`src/rtl/pic_reg_pkg.sv`:
```
package pic_reg_pkg;
  typedef enum logic [1:0] {
    ST_RUN  = 2'd0,
    ST_BASE = 2'd1,
    ST_SKIP = 2'd2,
    ST_MODE = 2'd3
  } init_st_e;

  typedef enum logic [2:0] {
    CMD_NONE         = 3'd0,
    CMD_EOI          = 3'd1,
    CMD_EOI_ROT      = 3'd2,
    CMD_EOI_SPEC     = 3'd3,
    CMD_SET_PRIO     = 3'd4,
    CMD_EOI_SPEC_ROT = 3'd5
  } cmd_op_e;

  typedef enum logic [2:0] {
    WK_NONE = 3'd0,
    WK_INIT = 3'd1,
    WK_CTRL = 3'd2,
    WK_CMD  = 3'd3,
    WK_DATA = 3'd4
  } wr_kind_e;

  localparam int unsigned B_INIT    = 4;
  localparam int unsigned B_CTRL    = 3;
  localparam int unsigned B_POLL    = 2;
  localparam int unsigned B_RSEL_EN = 1;
  localparam int unsigned B_RSEL    = 0;
  localparam int unsigned B_SMM_EN  = 6;
  localparam int unsigned B_SMM     = 5;
  localparam int unsigned B_FOUR    = 0;
  localparam int unsigned B_NEST    = 4;
  localparam int unsigned B_AEOI    = 1;
  localparam int unsigned B_ROT     = 7;
endpackage

```
`src/rtl/pic_wr_decode.sv`:
```
module pic_wr_decode
  import pic_reg_pkg::*;
#(
  parameter int unsigned DW = 8,
  parameter int unsigned LW = 3
) (
  input  logic          wr_en_i,
  input  logic          addr_i,
  input  logic [DW-1:0] wdata_i,
  output wr_kind_e      kind_o,
  output cmd_op_e       op_o,
  output logic          rot_we_o,
  output logic [LW-1:0] arg_o
);
  always_comb begin
    kind_o = WK_NONE;
    if (wr_en_i) begin
      if (addr_i)                kind_o = WK_DATA;
      else if (wdata_i[B_INIT])  kind_o = WK_INIT;
      else if (wdata_i[B_CTRL])  kind_o = WK_CTRL;
      else                       kind_o = WK_CMD;
    end
  end

  always_comb begin
    op_o = CMD_NONE;
    if (kind_o == WK_CMD) begin
      case (wdata_i[7:5])
        3'd1:    op_o = CMD_EOI;
        3'd5:    op_o = CMD_EOI_ROT;
        3'd3:    op_o = CMD_EOI_SPEC;
        3'd6:    op_o = CMD_SET_PRIO;
        3'd7:    op_o = CMD_EOI_SPEC_ROT;
        default: op_o = CMD_NONE;
      endcase
    end
  end

  // codes 0 and 4 differ only in bit 7
  assign rot_we_o = (kind_o == WK_CMD) && (wdata_i[6:5] == 2'b00);
  assign arg_o    = wdata_i[LW-1:0];
endmodule

```
`src/rtl/pic_mode_regs.sv`:
```
module pic_mode_regs
  import pic_reg_pkg::*;
#(
  parameter int unsigned DW = 8,
  parameter int unsigned LW = 3
) (
  input  logic             clk_i,
  input  logic             rst_ni,
  input  wr_kind_e         kind_i,
  input  cmd_op_e          op_i,
  input  logic             rot_we_i,
  input  logic [LW-1:0]    arg_i,
  input  logic [DW-1:0]    wdata_i,
  input  logic             rd_en_i,
  output logic [DW-1:0]    imr_o,
  output logic [DW-LW-1:0] base_o,
  output logic             nested_o,
  output logic             auto_eoi_o,
  output logic             rot_o,
  output logic             smm_o,
  output logic             rsel_o,
  output logic             poll_o,
  output logic             busy_o,
  output logic             init_clr_o,
  output logic [2:0]       cmd_op_o,
  output logic [LW-1:0]    cmd_arg_o
);
  init_st_e st_q;
  logic     four_q;
  cmd_op_e  cmd_q;

  always_ff @(posedge clk_i or negedge rst_ni) begin
    if (!rst_ni) begin
      st_q       <= ST_RUN;
      four_q     <= 1'b0;
      imr_o      <= '0;
      base_o     <= '0;
      nested_o   <= 1'b0;
      auto_eoi_o <= 1'b0;
      rot_o      <= 1'b0;
      smm_o      <= 1'b0;
      rsel_o     <= 1'b0;
      poll_o     <= 1'b0;
      init_clr_o <= 1'b0;
      cmd_q      <= CMD_NONE;
      cmd_arg_o  <= '0;
    end else begin
      init_clr_o <= 1'b0;
      cmd_q      <= CMD_NONE;
      if (rd_en_i && poll_o) poll_o <= 1'b0;
      case (kind_i)
        WK_INIT: begin
          st_q       <= ST_BASE;
          four_q     <= wdata_i[B_FOUR];
          imr_o      <= '0;
          base_o     <= '0;
          nested_o   <= 1'b0;
          auto_eoi_o <= 1'b0;
          rot_o      <= 1'b0;
          smm_o      <= 1'b0;
          rsel_o     <= 1'b0;
          poll_o     <= 1'b0;
          init_clr_o <= 1'b1;
        end
        WK_CTRL: begin
          if (wdata_i[B_POLL])    poll_o <= 1'b1;
          if (wdata_i[B_RSEL_EN]) rsel_o <= wdata_i[B_RSEL];
          if (wdata_i[B_SMM_EN])  smm_o  <= wdata_i[B_SMM];
        end
        WK_CMD: begin
          cmd_q     <= op_i;
          cmd_arg_o <= arg_i;
          if (rot_we_i) rot_o <= wdata_i[B_ROT];
        end
        WK_DATA: begin
          case (st_q)
            ST_RUN:  imr_o <= wdata_i;
            ST_BASE: begin
              base_o <= wdata_i[DW-1:LW];
              st_q   <= ST_SKIP;
            end
            ST_SKIP: st_q <= four_q ? ST_MODE : ST_RUN;
            ST_MODE: begin
              nested_o   <= wdata_i[B_NEST];
              auto_eoi_o <= wdata_i[B_AEOI];
              st_q       <= ST_RUN;
            end
            default: st_q <= ST_RUN;
          endcase
        end
        default: ;
      endcase
    end
  end

  assign busy_o   = (st_q != ST_RUN);
  assign cmd_op_o = cmd_q;
endmodule

```
`src/rtl/pic_read_port.sv`:
```
module pic_read_port #(
  parameter int unsigned DW = 8,
  parameter int unsigned LW = 3
) (
  input  logic          clk_i,
  input  logic          rst_ni,
  input  logic          rd_en_i,
  input  logic          addr_i,
  input  logic          poll_i,
  input  logic          rsel_i,
  input  logic [DW-1:0] imr_i,
  input  logic [DW-1:0] irr_i,
  input  logic [DW-1:0] isr_i,
  input  logic          pend_vld_i,
  input  logic [LW-1:0] pend_line_i,
  output logic [DW-1:0] rdata_o,
  output logic          poll_clr_o,
  output logic [LW-1:0] poll_line_o
);
  logic [DW-1:0] reg_sel;
  logic [DW-1:0] poll_val;

  assign reg_sel  = addr_i ? imr_i : (rsel_i ? isr_i : irr_i);
  assign poll_val = pend_vld_i ? {{(DW-LW){1'b0}}, pend_line_i} : '0;

  always_ff @(posedge clk_i or negedge rst_ni) begin
    if (!rst_ni) begin
      rdata_o     <= '0;
      poll_clr_o  <= 1'b0;
      poll_line_o <= '0;
    end else begin
      poll_clr_o <= 1'b0;
      if (rd_en_i) begin
        if (poll_i) begin
          rdata_o     <= poll_val;
          poll_clr_o  <= pend_vld_i;
          poll_line_o <= pend_line_i;
        end else begin
          rdata_o <= reg_sel;
        end
      end
    end
  end
endmodule

```
`src/rtl/pic_reg_if.sv`:
```
module pic_reg_if
  import pic_reg_pkg::*;
#(
  parameter int unsigned NUM_LINES = 8
) (
  input  logic                          clk_i,
  input  logic                          rst_ni,
  input  logic                          wr_en_i,
  input  logic                          rd_en_i,
  input  logic                          addr_i,
  input  logic [NUM_LINES-1:0]          wdata_i,
  output logic [NUM_LINES-1:0]          rdata_o,
  input  logic [NUM_LINES-1:0]          irr_i,
  input  logic [NUM_LINES-1:0]          isr_i,
  input  logic                          pend_vld_i,
  input  logic [$clog2(NUM_LINES)-1:0]  pend_line_i,
  output logic [NUM_LINES-1:0]          imr_o,
  output logic [NUM_LINES-1:0]          vec_o,
  output logic                          nested_o,
  output logic                          auto_eoi_o,
  output logic                          rot_auto_eoi_o,
  output logic                          spec_mask_o,
  output logic                          init_busy_o,
  output logic                          init_clr_o,
  output logic [2:0]                    cmd_op_o,
  output logic [$clog2(NUM_LINES)-1:0]  cmd_arg_o,
  output logic                          poll_clr_o,
  output logic [$clog2(NUM_LINES)-1:0]  poll_line_o
);
  localparam int unsigned DW = NUM_LINES;
  localparam int unsigned LW = $clog2(NUM_LINES);

  wr_kind_e         kind;
  cmd_op_e          op;
  logic             rot_we;
  logic [LW-1:0]    arg;
  logic [DW-LW-1:0] base;
  logic             rsel;
  logic             poll;

  pic_wr_decode #(.DW(DW), .LW(LW)) u_dec (
    .wr_en_i (wr_en_i),
    .addr_i  (addr_i),
    .wdata_i (wdata_i),
    .kind_o  (kind),
    .op_o    (op),
    .rot_we_o(rot_we),
    .arg_o   (arg)
  );

  pic_mode_regs #(.DW(DW), .LW(LW)) u_mode (
    .clk_i     (clk_i),
    .rst_ni    (rst_ni),
    .kind_i    (kind),
    .op_i      (op),
    .rot_we_i  (rot_we),
    .arg_i     (arg),
    .wdata_i   (wdata_i),
    .rd_en_i   (rd_en_i),
    .imr_o     (imr_o),
    .base_o    (base),
    .nested_o  (nested_o),
    .auto_eoi_o(auto_eoi_o),
    .rot_o     (rot_auto_eoi_o),
    .smm_o     (spec_mask_o),
    .rsel_o    (rsel),
    .poll_o    (poll),
    .busy_o    (init_busy_o),
    .init_clr_o(init_clr_o),
    .cmd_op_o  (cmd_op_o),
    .cmd_arg_o (cmd_arg_o)
  );

  pic_read_port #(.DW(DW), .LW(LW)) u_rd (
    .clk_i      (clk_i),
    .rst_ni     (rst_ni),
    .rd_en_i    (rd_en_i),
    .addr_i     (addr_i),
    .poll_i     (poll),
    .rsel_i     (rsel),
    .imr_i      (imr_o),
    .irr_i      (irr_i),
    .isr_i      (isr_i),
    .pend_vld_i (pend_vld_i),
    .pend_line_i(pend_line_i),
    .rdata_o    (rdata_o),
    .poll_clr_o (poll_clr_o),
    .poll_line_o(poll_line_o)
  );

  assign vec_o = {base, pend_line_i};
endmodule

```
`config.mk`:
```
export PLATFORM = sky130hd
export DESIGN_NAME = pic_reg_if
export DESIGN_NICKNAME = d
export VERILOG_FILES = /design/src/rtl/pic_reg_pkg.sv /design/src/rtl/pic_wr_decode.sv /design/src/rtl/pic_mode_regs.sv /design/src/rtl/pic_read_port.sv /design/src/rtl/pic_reg_if.sv
export SDC_FILE = /design/constraint.sdc
export NUM_CORES = 1
export LEC_CHECK = 0
export BUFFER_PORTS_ARGS = -buffer_cell sky130_fd_sc_hd__buf_2
export CAP_MARGIN = 20
export CORE_UTILIZATION = 40
export DETAILED_ROUTE_END_ITERATION = 8
export PLACE_DENSITY = 0.66
export SLEW_MARGIN = 25
export SYNTH_ARGS = -nofsm -noshare
export SYNTH_HDL_FRONTEND = slang
export SYNTH_HIERARCHICAL = 1
export SYNTH_SLANG_ARGS = --single-unit
```
`constraint.sdc`:
```
create_clock -name clk_i -period 2.95 [get_ports clk_i]
set_input_delay 0.295 -clock clk_i [delete_from_list [all_inputs] [get_ports clk_i]]
set_output_delay 0.295 -clock clk_i [all_outputs]
set_load 0.03 [all_outputs]
```
# == After elaboration in Yosys (flattened, before gate mapping) ==
# Index checks and enable logic that the tools add are counted.
# Widths: inputs -> output; s select.
# word_totals
ram_bits,0
reg_bits,41
mem_bits_ro,0
n_memories,0
latchBits,0
word_cells,84
# classes
multipliers,0
n_lt_le_gt_ge,0
n_shift,0
n_addsub,0
eq_ne,19
n_bitwise,0
muxes,33
reduce_logical,16
div_mod_pow,0
# ops
cell,count
$mux 8,4
$pmux 8 s2,1
$reduce_and 2->1,8
$mux 3,5
$pmux 3 s5,1
$eq 3x3->1 const B,4
$pmux 1 s2,6
$mux 1,11
$pmux 5 s2,1
$eq 3x2->1 const B,3
$ne 2x2->1 const B,4
$reduce_bool 2->1,4
$eq 3x1->1 const B,2
$pmux 2 s3,1
$mux 5,1
$eq 2x2->1 const B,2
$logic_not 2->1,2
$ne 2x1->1 const B,2
$ne 4x1->1 const B,1
$pmux 2 s2,1
$eq 2x1->1 const B,1
$logic_and 1x1->1,2
$mux 2,1

# == Logic depth before layout (Yosys ltp) ==
# logic_depth
word_depth,8
ltp_mapped,7
depth_no_buf,5

# == Modules after synthesis ==
# Netlist, hierarchy kept.
# by_module_without_submodules
module,instances,area_per_inst_um2,cells_each
pic_mode_regs,1,1246.2,105
pic_read_port,1,673.1,62
pic_wr_decode,1,115.1,16
pic_reg_if,1,22.5,3

# == Worst setup path after synthesis ==
# No wires, ideal clock.
# synth_timing
path_kind,input port to flip-flop
start,input addr_i
end,register u_mode.st_q[1]
setup_time_ns,0.132
arrival_ns,1.369
stages,7
n_path_buf,2
path_slack_ns,1.449
path_cell_list,nand2b_1 -> a21oi_1 -> buf_2 -> nor4bb_1 -> and2_1 -> buf_4 -> or3b_1
# synth_via
elab_chain_cells,5
# synth_lines
item,line,text
"start, declared",pic_reg_if.sv:10,"input logic addr_i,"
$mux 3 *,pic_wr_decode.sv:18,if (addr_i) kind_o = WK_DATA;
$mux 3 *,pic_wr_decode.sv:17,if (wr_en_i) begin
named net kind[0],pic_reg_if.sv:33,wr_kind_e kind;
$eq 3x3->1 / $eq 3x1->1 (equally long branches),pic_mode_regs.sv:51,case (kind_i)
$ne 4x1->1 (no line) / $reduce_bool 2->1 (equally long branches),-,
$reduce_and 2->1 (no line),-,
"end signal, assigned",pic_mode_regs.sv:82,ST_SKIP: st_q <= four_q ? ST_MODE : ST_RUN;
"end, declared",pic_mode_regs.sv:28,init_st_e st_q;
# The timed path passes the listed nets; every way through them passes the cells marked *.
# A chain may end at the register's enable or synchronous reset.

# == Worst setup path after layout ==
# layout_timing
start,input addr_i
end,register u_mode.imr_o[0]
# layout_via
elab_chain_cells,5
# layout_lines
item,line,text
$mux 3 *,pic_wr_decode.sv:18,
$mux 3 *,pic_wr_decode.sv:17,
named net kind[0],pic_reg_if.sv:33,
$eq 3x3->1 / $eq 3x1->1 (equally long branches),pic_mode_regs.sv:51,
$ne 2x2->1 (no line) / $reduce_bool 2->1 (equally long branches),-,
$reduce_and 2->1 (no line),-,
"end signal, assigned",pic_mode_regs.sv:77,ST_RUN: imr_o <= wdata_i;
"end, declared",pic_mode_regs.sv:15,"output logic [DW-1:0] imr_o,"
# Marked as above.

==> impl_metrics.yaml <==
yosys:
  syn_inst: 186
  synthTopCellsByCount: "dfrtp_1, a22o_1, inv_1, nor2b_1, buf_4"
  ys.flop_type: "dfrtp_1"
  synth_top_area_frac: 0.4988
  syn-num-nets: 219
  ys_seq_area_frac: 0.4988
  synth_cell_types: 42
  yosysMostFrequentCell: "dfrtp_1"
  synth_top_area_cell: "dfrtp_1"
  synth-async-reset-ratio: 1.000
  synth_edf_count: 0
  synth_warnings: 6
  synth.avg_cell_area_um2: 11.06
  ys_top_cells_by_area: "dfrtp_1, a22o_1, mux2_2"
  synth_area_mm2: 0.002057
  synth-seq-cells: 41
finish:
  final_net_count: 285
  layout-drive-gt1-share: 0.3810
  antenna_cells: 0
  syn_to_final_growth_pct: 21.65
route:
  ant_nets: 0
  wirelength_mm: 4.689
  drc_errors: 0
  num_vias: 1653
  drt-initial-drc-count: 106
  via_per_inst: 5.182
  drtPass1Iterations: 4
  detail_route.wl_per_cell_um: 14.70
setup_path:
  critPathMaxFanout: 16
  worst_path_largest_cell_delay_ns: 0.45
  path_cells: "buf_2, nand2b_1, a21oi_1, buf_4, nor4b_1, o21ai_1, a22o_1"
  worstRegToRegCells: 3
  critPathLaunch: "addr_i"
  critPathSlowestCell: "o21ai_1"
  start_kind: "input port"
  r2r_setup_slack_ns: 1.53
  endpoint_kind: "register"
  r2r_start: "u_mode/rsel_o"
  rr_endpoint: "u_rd/rdata_o[0]"
  crit_type: "in2reg"
  arrival_ns: 2.03
  required_ns: 3.17
cts:
  clk_pin_slew_ns: 0.07
  clkLatencyLatePin_ns: 0.28
  numCtsBuffers: 5
  clockBufferDepth: 2
  post_cts_buffers: 0
  cts_tree: "built"
  htree_levels: 2
  cts.sinks: 41
  cts-root-buf: "clkbuf_8"
  holdBufCountCts: 0
  cts.repair.resized: 0
sta:
  post-route-period-util: 0.6114
  setup_viol_count_final: 0
  slew_headroom: 0.3975
  setup_tns_ns: 0
  rsz0062_at_grt: "no"
  slew_violations: 0
  worstMarginPinSlew_ns: 0.9038
  fmax_mhz: 554.5
  fin_crit_ns: 1.804
  finalHoldViolCount: 0
  whs_ns: 0.1384
  fin_skew_ns: 0.003181
floorplan:
  ios: 73
  fp.dieH_um: 73.71
  std_cell_rows: 25
  initial_utilization: 0.4243
  die_w_um: 73.71
  die_area_mm2: 0.005433
  core_area_mm2: 0.004848
pwr:
  peakVddDrop_mv: 0.3279
  p_leak_nw: 1.273
  pwr_density_cell_mw_per_mm2: 720.5
global_route:
  gr-usage-met2: 0.3140
  grt_pass1_vias: 1520
  antenna_found_initial: 0
  grt_pass1_wl_mm: 7.251
  met3_usage: 0.04664
  track_usage: 0.1808
  met1_usage: 0.2238
  grt_busiest_layer: "met2"
  grt_overflow: 0
  grt_max_degree: 42
placed_design:
  dp.final_hpwl_mm: 3.423
  port_buffers: 72
  gp_congestion: 0.8037
hold_path:
  hold_class: "in2async"
flow_run:
  cap_violations: 0
status:
  outcome: "completed"
-- layer usage --
layer,vias up,part of all wire
met4,0,0.0043
met5,-,0
li1,802,-
met3,2,0.043
met2,50,0.50
met1,799,0.45
-- how the worst max path moves through the flow --
stage,to,cells after the start
after floorplan,u_mode/st_q[1],7
after global placement,u_mode/imr_o[6],7
after detailed placement,u_mode/imr_o[1],7
after CTS,u_mode/imr_o[1],7
after global routing,u_mode/imr_o[1],7
final,u_mode/imr_o[0],7
-- cell families after synthesis --
family                    after synthesis  share of synthesized area
buffers and inverters                  28                    0.07238
AOI/OAI and AO/OA                      48                     0.1734
and+or+nand+nor                        55                     0.1764
muxes                                  13                    0.07482
DFF                                    41                     0.4988
xor gates and xnor gates                1                   0.004259
-- layout make-up --
type | count | area [um^2]
tap | 67 | 83.83
inverter | 13 | 48.80
sequential | 41 | 1026
timing repair buffer | 74 | 375.4
clock buffer | 7 | 86.33
multi-input combinational | 117 | 882.1
fill | 450 | 2346
-- per-stage QoR --
stage	setup slack, ns	util	instance area, um^2	instances	power (mW)
after floorplan	1.450	-	2057	186	1.252
after global placement	0.9186	0.4983	2416	312	1.446
after detailed placement	0.8640	0.4983	2416	312	1.455
after CTS	1.138	0.5161	2502	319	1.823
after global routing	0.9751	0.5161	2502	319	1.901
final	1.146	0.5161	2502	319	1.803
-- sequential cells by signal, summed over array words and instances, names as in the netlist --
register,flops
u_mode/imr_o,8
u_mode/cmd_op_o,3
u_mode/rsel_o,1
u_mode/four_q,1
u_rd/poll_clr_o,1
u_rd/rdata_o,8
u_mode/smm_o,1
u_mode/nested_o,1
u_mode/auto_eoi_o,1
u_mode/cmd_arg_o,3
u_mode/poll_o,1
u_mode/rot_o,1
u_mode/st_q,2
u_mode/init_clr_o,1
u_rd/poll_line_o,3
u_mode/base_o,5
-- critical path: cells and delay by family --
family / cells / cell delay [ns]
buf+inv: 2 / 0.44
compound gates: 3 / 1.02
simple gates: 2 / 0.26
-- placed cells by master (no fill, tap or decap), types with 4 or more instances in the layout --
cell,instances
a22o_1,14
clkbuf_8,6
a211oi_1,6
buf_2,72
and3_1,4
dfrtp_1,41
o21ai_0,7
nor2b_1,12
inv_1,13
nand2_1,7
mux2_2,7
nand2b_1,7
nor2_1,4
o32ai_1,5
-- report_power, final --
part           leakage [nW]  total (mW)  switching (mW)  internal (mW)
registers             0.534       0.789           0.105          0.684
clock network        0.0443       0.364           0.178          0.186
logic                 0.695       0.650           0.410          0.240
total                  1.27        1.80           0.693           1.11
(Power assumes the default switching activity.)
